--- src/rtl/pmw_pkg.sv ---
package pmw_pkg;
  localparam int REG_W   = 16;
  localparam int BE_W    = REG_W / 8;
  localparam int ST_LSB  = 0;
  localparam int EN_BIT  = 8;
  localparam int CAP_BIT = 12;
  localparam int STS_BIT = 15;

  typedef enum logic [1:0] {
    PWR_D0    = 2'b00,
    PWR_D1    = 2'b01,
    PWR_D2    = 2'b10,
    PWR_D3HOT = 2'b11
  } pwr_state_e;
endpackage

--- src/rtl/pmw_state_reg.sv ---
module pmw_state_reg
  import pmw_pkg::*;
(
  input  logic       clk,
  input  logic       por_n,
  input  logic       hard_rst_n,
  input  logic       wr_lo,
  input  logic [1:0] wr_state,
  output pwr_state_e state
);
  pwr_state_e req;
  assign req = pwr_state_e'(wr_state);

  always_ff @(posedge clk) begin
    if (!por_n || !hard_rst_n)
      state <= PWR_D0;
    else if (wr_lo && req != PWR_D2)
      state <= req;
  end

  AST_NO_D2: assert property (@(posedge clk) disable iff (!por_n)
    state != PWR_D2);
  AST_D2_HOLD: assert property (@(posedge clk) disable iff (!por_n)
    (hard_rst_n && wr_lo && wr_state == 2'b10) |=> $stable(state));
endmodule

--- src/rtl/pmw_evt_stage.sv ---
module pmw_evt_stage #(
  parameter int NUM_EVT = 3
) (
  input  logic               clk,
  input  logic               por_n,
  input  logic               hard_rst_n,
  input  logic               soft_rst_n,
  input  logic [NUM_EVT-1:0] evt_in,
  input  logic               wake_en,
  output logic               hit
);
  logic [NUM_EVT-1:0] gated;

  for (genvar g = 0; g < NUM_EVT; g++) begin : g_gate
    assign gated[g] = evt_in[g] & wake_en;
  end

  always_ff @(posedge clk) begin
    if (!por_n || !hard_rst_n || !soft_rst_n)
      hit <= 1'b0;
    else
      hit <= |gated;
  end

  AST_MASKED_EVT: assert property (@(posedge clk) disable iff (!por_n)
    !wake_en |=> !hit);
endmodule

--- src/rtl/pmw_ctx.sv ---
module pmw_ctx (
  input  logic clk,
  input  logic por_n,
  input  logic hard_rst_n,
  input  logic aux_in,
  input  logic wr_hi,
  input  logic wr_en_val,
  input  logic wr_sts_clr,
  input  logic hit,
  output logic wake_en,
  output logic wake_sts,
  output logic aux_seen
);
  always_ff @(posedge clk) begin
    if (!por_n)
      aux_seen <= aux_in;
  end

  always_ff @(posedge clk) begin
    if (!por_n) begin
      wake_en  <= 1'b0;
      wake_sts <= 1'b0;
    end else if (!hard_rst_n) begin
      if (!aux_seen) begin
        wake_en  <= 1'b0;
        wake_sts <= 1'b0;
      end
    end else begin
      if (wr_hi)
        wake_en <= wr_en_val;
      if (hit)
        wake_sts <= 1'b1;
      else if (wr_hi && wr_sts_clr)
        wake_sts <= 1'b0;
    end
  end

  AST_AUX_HELD: assert property (@(posedge clk) disable iff (!por_n)
    1'b1 |=> $stable(aux_seen));
  AST_CTX_KEPT: assert property (@(posedge clk) disable iff (!por_n)
    (!hard_rst_n && aux_seen) |=> ($stable(wake_en) && $stable(wake_sts)));
  AST_CTX_LOST: assert property (@(posedge clk) disable iff (!por_n)
    (!hard_rst_n && !aux_seen) |=> (!wake_en && !wake_sts));
  AST_W1C: assert property (@(posedge clk) disable iff (!por_n)
    (hard_rst_n && wr_hi && wr_sts_clr && !hit) |=> !wake_sts);
  AST_SET_WINS: assert property (@(posedge clk) disable iff (!por_n)
    (hard_rst_n && hit) |=> wake_sts);
endmodule

--- src/rtl/pm_wake_ctrl.sv ---
module pm_wake_ctrl
  import pmw_pkg::*;
#(
  parameter int NUM_EVT = 3
) (
  input  logic        clk,
  input  logic        por_n,
  input  logic        hard_rst_n,
  input  logic        soft_rst_n,
  input  logic        aux_pwr_det,
  input  logic        reg_wr,
  input  logic [1:0]  reg_be,
  input  logic [15:0] reg_wdata,
  output logic [15:0] reg_rdata,
  input  logic        evt_link,
  input  logic        evt_magic,
  input  logic        evt_frame,
  output logic        pme_n
);
  pwr_state_e         state;
  logic               wake_en, wake_sts, aux_seen, hit;
  logic               wr_lo, wr_hi;
  logic               pme_n_q;
  logic [NUM_EVT-1:0] evt_vec;

  assign wr_lo   = reg_wr & reg_be[0];
  assign wr_hi   = reg_wr & reg_be[1];
  assign evt_vec = NUM_EVT'({evt_frame, evt_magic, evt_link});

  pmw_state_reg u_state (
    .clk        (clk),
    .por_n      (por_n),
    .hard_rst_n (hard_rst_n),
    .wr_lo      (wr_lo),
    .wr_state   (reg_wdata[ST_LSB+1:ST_LSB]),
    .state      (state)
  );

  pmw_evt_stage #(.NUM_EVT(NUM_EVT)) u_evt (
    .clk        (clk),
    .por_n      (por_n),
    .hard_rst_n (hard_rst_n),
    .soft_rst_n (soft_rst_n),
    .evt_in     (evt_vec),
    .wake_en    (wake_en),
    .hit        (hit)
  );

  pmw_ctx u_ctx (
    .clk        (clk),
    .por_n      (por_n),
    .hard_rst_n (hard_rst_n),
    .aux_in     (aux_pwr_det),
    .wr_hi      (wr_hi),
    .wr_en_val  (reg_wdata[EN_BIT]),
    .wr_sts_clr (reg_wdata[STS_BIT]),
    .hit        (hit),
    .wake_en    (wake_en),
    .wake_sts   (wake_sts),
    .aux_seen   (aux_seen)
  );

  always_ff @(posedge clk) begin
    if (!por_n)
      pme_n_q <= 1'b1;
    else
      pme_n_q <= ~(wake_en & wake_sts);
  end
  assign pme_n = pme_n_q;

  always_comb begin
    reg_rdata = '0;
    reg_rdata[ST_LSB+1:ST_LSB] = state;
    reg_rdata[EN_BIT]  = wake_en;
    reg_rdata[CAP_BIT] = aux_seen;
    reg_rdata[STS_BIT] = wake_sts;
  end

  AST_PME_FOLLOW: assert property (@(posedge clk) disable iff (!por_n)
    (wake_en && wake_sts) |=> !pme_n);
  AST_PME_CAUSE: assert property (@(posedge clk) disable iff (!por_n)
    !pme_n |-> $past(wake_en && wake_sts));
  AST_SOFT_QUIET: assert property (@(posedge clk) disable iff (!por_n)
    (!soft_rst_n && hard_rst_n && !reg_wr && !hit) |=> $stable(reg_rdata));
endmodule

--- config.mk ---
export PLATFORM = sky130hd
export DESIGN_NAME = pm_wake_ctrl
export DESIGN_NICKNAME = d
export VERILOG_FILES = /design/src/rtl/pmw_pkg.sv /design/src/rtl/pmw_state_reg.sv /design/src/rtl/pmw_evt_stage.sv /design/src/rtl/pmw_ctx.sv /design/src/rtl/pm_wake_ctrl.sv
export SDC_FILE = /design/constraint.sdc
export NUM_CORES = 1
export LEC_CHECK = 0
export BUFFER_PORTS_ARGS = -buffer_cell sky130_fd_sc_hd__clkbuf_2
export CELL_PAD_IN_SITES_DETAIL_PLACEMENT = 0
export CELL_PAD_IN_SITES_GLOBAL_PLACEMENT = 2
export CORE_MARGIN = 2
export CORE_UTILIZATION = 16
export CTS_BUF_LIST = sky130_fd_sc_hd__clkbuf_8
export DETAILED_ROUTE_END_ITERATION = 16
export HOLD_SLACK_MARGIN = 0.12
export PLACE_DENSITY_LB_ADDON = 0.1
export SETUP_SLACK_MARGIN = 0.3
export SLEW_MARGIN = 25
export SYNTH_ARGS = -nofsm -noshare
export SYNTH_HDL_FRONTEND = slang
export SYNTH_SLANG_ARGS = --single-unit
--- constraint.sdc ---
create_clock -name clk -period 1.8 [get_ports clk]
set_input_delay 0.09 -clock clk [delete_from_list [all_inputs] [get_ports clk]]
set_output_delay 0.09 -clock clk [all_outputs]
set_load 0.02 [all_outputs]
Word-level counts from Yosys, hierarchy flattened
Cells that the tools add are included.

word-level totals
  bits of input ports = 27
  word-level logic and storage cells = 33
  output and inout port bits = 17
  register bits = 7

operators by class
  eq/ne operators = 4
  reductions and logical operators = 10
  muxes and demuxes = 6
  bitwise logic cells = 7

operators by type and width
  cell                number
  $and 1x1->1         6
  $mux 1              6
  $ne 2x2->1 const B  2
  $reduce_and 2->1    2
  $logic_not 1->1     3
  $ne 3x1->1 const B  1
  $reduce_or 3->1     1
  $logic_and 1x1->1   2
  $logic_or 1x1->1    2
  $ne 2x1->1 const B  1
  $not 1->1           1

Longest topological paths before layout
  word-level depth = 5
  gate-level depth with buffers = 3
  depth with buffers taken out = 3

Modules after synthesis
From an unflattened synthesis, not the netlist that was laid out.

unflattened totals
  cell total of the unflattened synthesis = 44
  area, all modules = 387.9 µm²

by module, submodules not included
  module         cells each  seq. area each (µm²)  area each (µm²)  instances
  pm_wake_ctrl   19          20.0                  146.4            1
  pmw_ctx        13          70.1                  122.6            1
  pmw_state_reg  8           40.0                  78.8             1
  pmw_evt_stage  4           20.0                  40.0             1

Worst setup path after synthesis
No wires, ideal clock.

  path kind = reg2reg
  start = reg u_ctx.aux_seen
  end = reg u_ctx.wake_sts
  data required time = 1.680 ns
  buffers on the path = 0
  library setup time = 0.120 ns
  data arrival time = 0.692 ns
  clock period less this slack = 0.812 ns
  setup slack = 0.988 ns
  stages on the path, launching flop included = 4
  path through = edfxtp_1 nor2b_1 a22oi_1 a21oi_1

on the way
  word-level cells in the longest chain between the ends = 2

RTL lines
  what                        RTL line       source
  from (decl)                 pmw_ctx.sv:12  output logic aux_seen
  from (signal assigned)      pmw_ctx.sv:16  aux_seen <= aux_in;
  $ne 2x2->1 (no line)        -
  $reduce_and 2->1 (no line)  -
  to (signal assigned)        pmw_ctx.sv:22  wake_sts <= 1'b0;
  to (signal assigned)        pmw_ctx.sv:26  wake_sts <= 1'b0;
  to (signal assigned)        pmw_ctx.sv:32  wake_sts <= 1'b1;
  to (decl)                   pmw_ctx.sv:11  output logic wake_sts,

No other way between the ends.
A chain may end at the register's enable or synchronous reset.

Final worst setup path
  start = in por_n
  end = reg u_ctx.aux_seen, enable pin

RTL lines
  what         RTL line           source
  from (decl)  pm_wake_ctrl.sv:7  input logic por_n,

No word-level cell between the ends.

==> key figures <==
Status
  – Status: finished clean

Timing
  – Final Max Slew Viols: 0
  – RSZ-0062 raised after global routing: false
  – Setup TNS: 0 ns
  – Final Hold Vio Count: 0
  – Final setup margin: 0.876 ns
  – Clock Skews: 0.000687 ns
  – Final worst path period share: 0.513
  – Post-layout min period: 0.924 ns
  – Final setup violation count: 0
  – Achievable Freq: 1080 MHz

Floorplan
  – Die height: 52.2 um
  – Initial Util: 0.168
  – Die W: 52.2 um
  – Row count: 17
  – Core area: 2210 um2
  – IO Pins: 44
  – Die area: 2720 um2

Pwr
  – PwrDens: 863 nW/um2
  – Max VDD drop: 0.199 mV
  – Leakage: 0.246 nW

CTS
  – Number of buffers created by CTS: 3
  – Num Clock Sinks: 7
  – CTS max path bufs: 2
  – PostCTS Resize Cnt: 0
  – Clock Latency Late Sink: 0.23 ns
  – CTS tree: built
  – Clock slew at reported path FFs: 0.04 ns
  – Number of H-tree levels: 1
  – Root buf cell: clkbuf_8

Place
  – Final GP Congestion: 0.693
  – Placed Area: 439 um2
  – Input/output buffers: 20
  – Placed insts: 88
  – DP Worst Slack: 0.905 ns
  – Final HPWL DP: 717 um

Critical path
  – Req. time, crit path: 1.73 ns
  – Crit-path max FO: 3
  – Startpoint types: primary input
  – Crit end category: register
  – Cell count of the worst reg-to-reg path: 3
  – Type of the worst setup path: primary input to register
  – Worst Path Arrival: 0.86 ns

Synth
  – Netlist cell types: 17
  – #FFs+latches synth: 7
  – Sequential cell area fraction in the yosys report: 0.404
  – Yosys warning total: 0
  – Cell area after synthesis: 372 um2
  – Avg Inst Size Synth: 8.45 um2
  – Cells after Synth: 44

Finish
  – Design area: 514 um2
  – Post-Layout Cell Count: 95
  – N_diodes: 0
  – Final net count: 95
  – Util after Layout: 0.232
  – Layout cell share with drive strength beyond 1: 0.343
  – Layout area overhead: 38.4%

GRT
  – GRT Util Overall: 0.0724
  – Largest net degree at the start of global routing: 7
  – Vias in the first global route: 279
  – First-pass GRT wire length: 1280 um
  – Initial antenna violation count: 0
  – Gr ovfl total: 0

Detailed routing
  – DR DRC count: 0
  – Via count: 330
  – Routed WL: 873 um
  – Routed wire per std cell: 9.19 um
  – Via density: 3.47
  – Post-route ant nets: 0
  – First DRT Iteration DRCs: 5
  – DR pass1 iterations: 4

Job
  – MaxCap Viol Count: 0

Hold path
  – Min-Delay Path Class: primary input to register
  – Hold path cells: 3
## sequential cells by signal, summed over array words and instances, names as in the netlist
name	flops
u_ctx.wake_en	1
u_state.state	2
u_evt.hit	1
u_ctx.wake_sts	1
pme_n	1
u_ctx.aux_seen	1
## repair_timing
action,CTS,global route
setup buffers,0,0
endpoints found under the hold margin,3,0
endpoints found under the setup margin,0,0
hold buffers,3,0
## final cells by class
class	instances	area [um2]
multi-input combinational	32	150
clock buffer	3	41.3
tap	28	35.0
timing repair buffer	23	130
fill	264	1700
inverter	1	3.75
clock inverter	1	3.75
sequential	7	150
## layout by cell type (no fill, tap or decap), drive strengths merged
cell type	netlist	layout
a21boi	1	1
a21oi	3	3
a22oi	1	1
a31oi	1	1
clkbuf	0	23
conb	1	11
dfxtp	6	6
dlygate4sd3	0	3
edfxtp	1	1
inv	1	2
nand2	3	3
nand3	4	4
nand4	1	1
nor2	1	1
nor2b	1	1
nor3	3	3
o21ai	2	2
## worst paths after layout
path | slack [ns] | end | startpoint
worst max-delay path | 0.88 | u_ctx.aux_seen | por_n
worst min-delay path | 0.12 | u_state.state[0] | reg_wdata[0]
worst max register to register | 0.91 | u_ctx.wake_sts | u_ctx.aux_seen
worst min register to register | 0.44 | pme_n | u_ctx.wake_en
## through the flow
step                total power (W)  hold slack [ns]
detailed placement         0.000227            0.274
CTS                        0.000450            0.120
global placement           0.000228            0.274
finish                     0.000444            0.125
global route               0.000465            0.131
floorplan                  0.000222            0.175
## synthesized netlist by cell type
cell type / count / area share
buf_4: 14 / 0.28
dfxtp_1: 6 / 0.32
nand3_1: 4 / 0.054
a21oi_1: 3 / 0.040
nand2_1: 3 / 0.030
nor3_1: 3 / 0.040
a21boi_1: 1 / 0.020
a22oi_1: 1 / 0.020
a31oi_1: 1 / 0.017
conb_1: 1 / 0.010
edfxtp_1: 1 / 0.081
inv_1: 1 / 0.010
nand4_1: 1 / 0.017
nor2_1: 1 / 0.010
nor2b_1: 1 / 0.017
o21ai_0: 1 / 0.013
o21ai_1: 1 / 0.013
## cells by family after synthesis
| kind of cell | after synthesis | share of synthesized area |
|---|---|---|
| other | 1 | 0.0101 |
| buffers and inverters | 15 | 0.293 |
| AND/OR/NAND/NOR | 13 | 0.168 |
| AO/OA/AOI/OAI | 8 | 0.125 |
| flip-flops | 7 | 0.404 |
## where the power goes
part	internal [W]	leakage (nW)	switching [W]
logic	0.0000219	0.160	0.0000417
registers	0.000163	0.0583	0.00000217
clock network	0.000147	0.0269	0.0000675
total	0.000332	0.246	0.000111
## worst max-delay path, cell delays in order
cell           delay, ns
dlygate4sd3_1       0.53
clkbuf_2            0.12
inv_1               0.11
## routing by layer
layer | vias up | routed length, um | GRT usage
met5 | - | 0 | 0
li1 | 171 | - | -
met3 | 2 | 104 | 0.0314
met4 | 0 | 14 | 0.0897
met1 | 137 | 376 | 0.0892
met2 | 20 | 377 | 0.0802
Note: power is estimated with default switching activity, not from simulation.
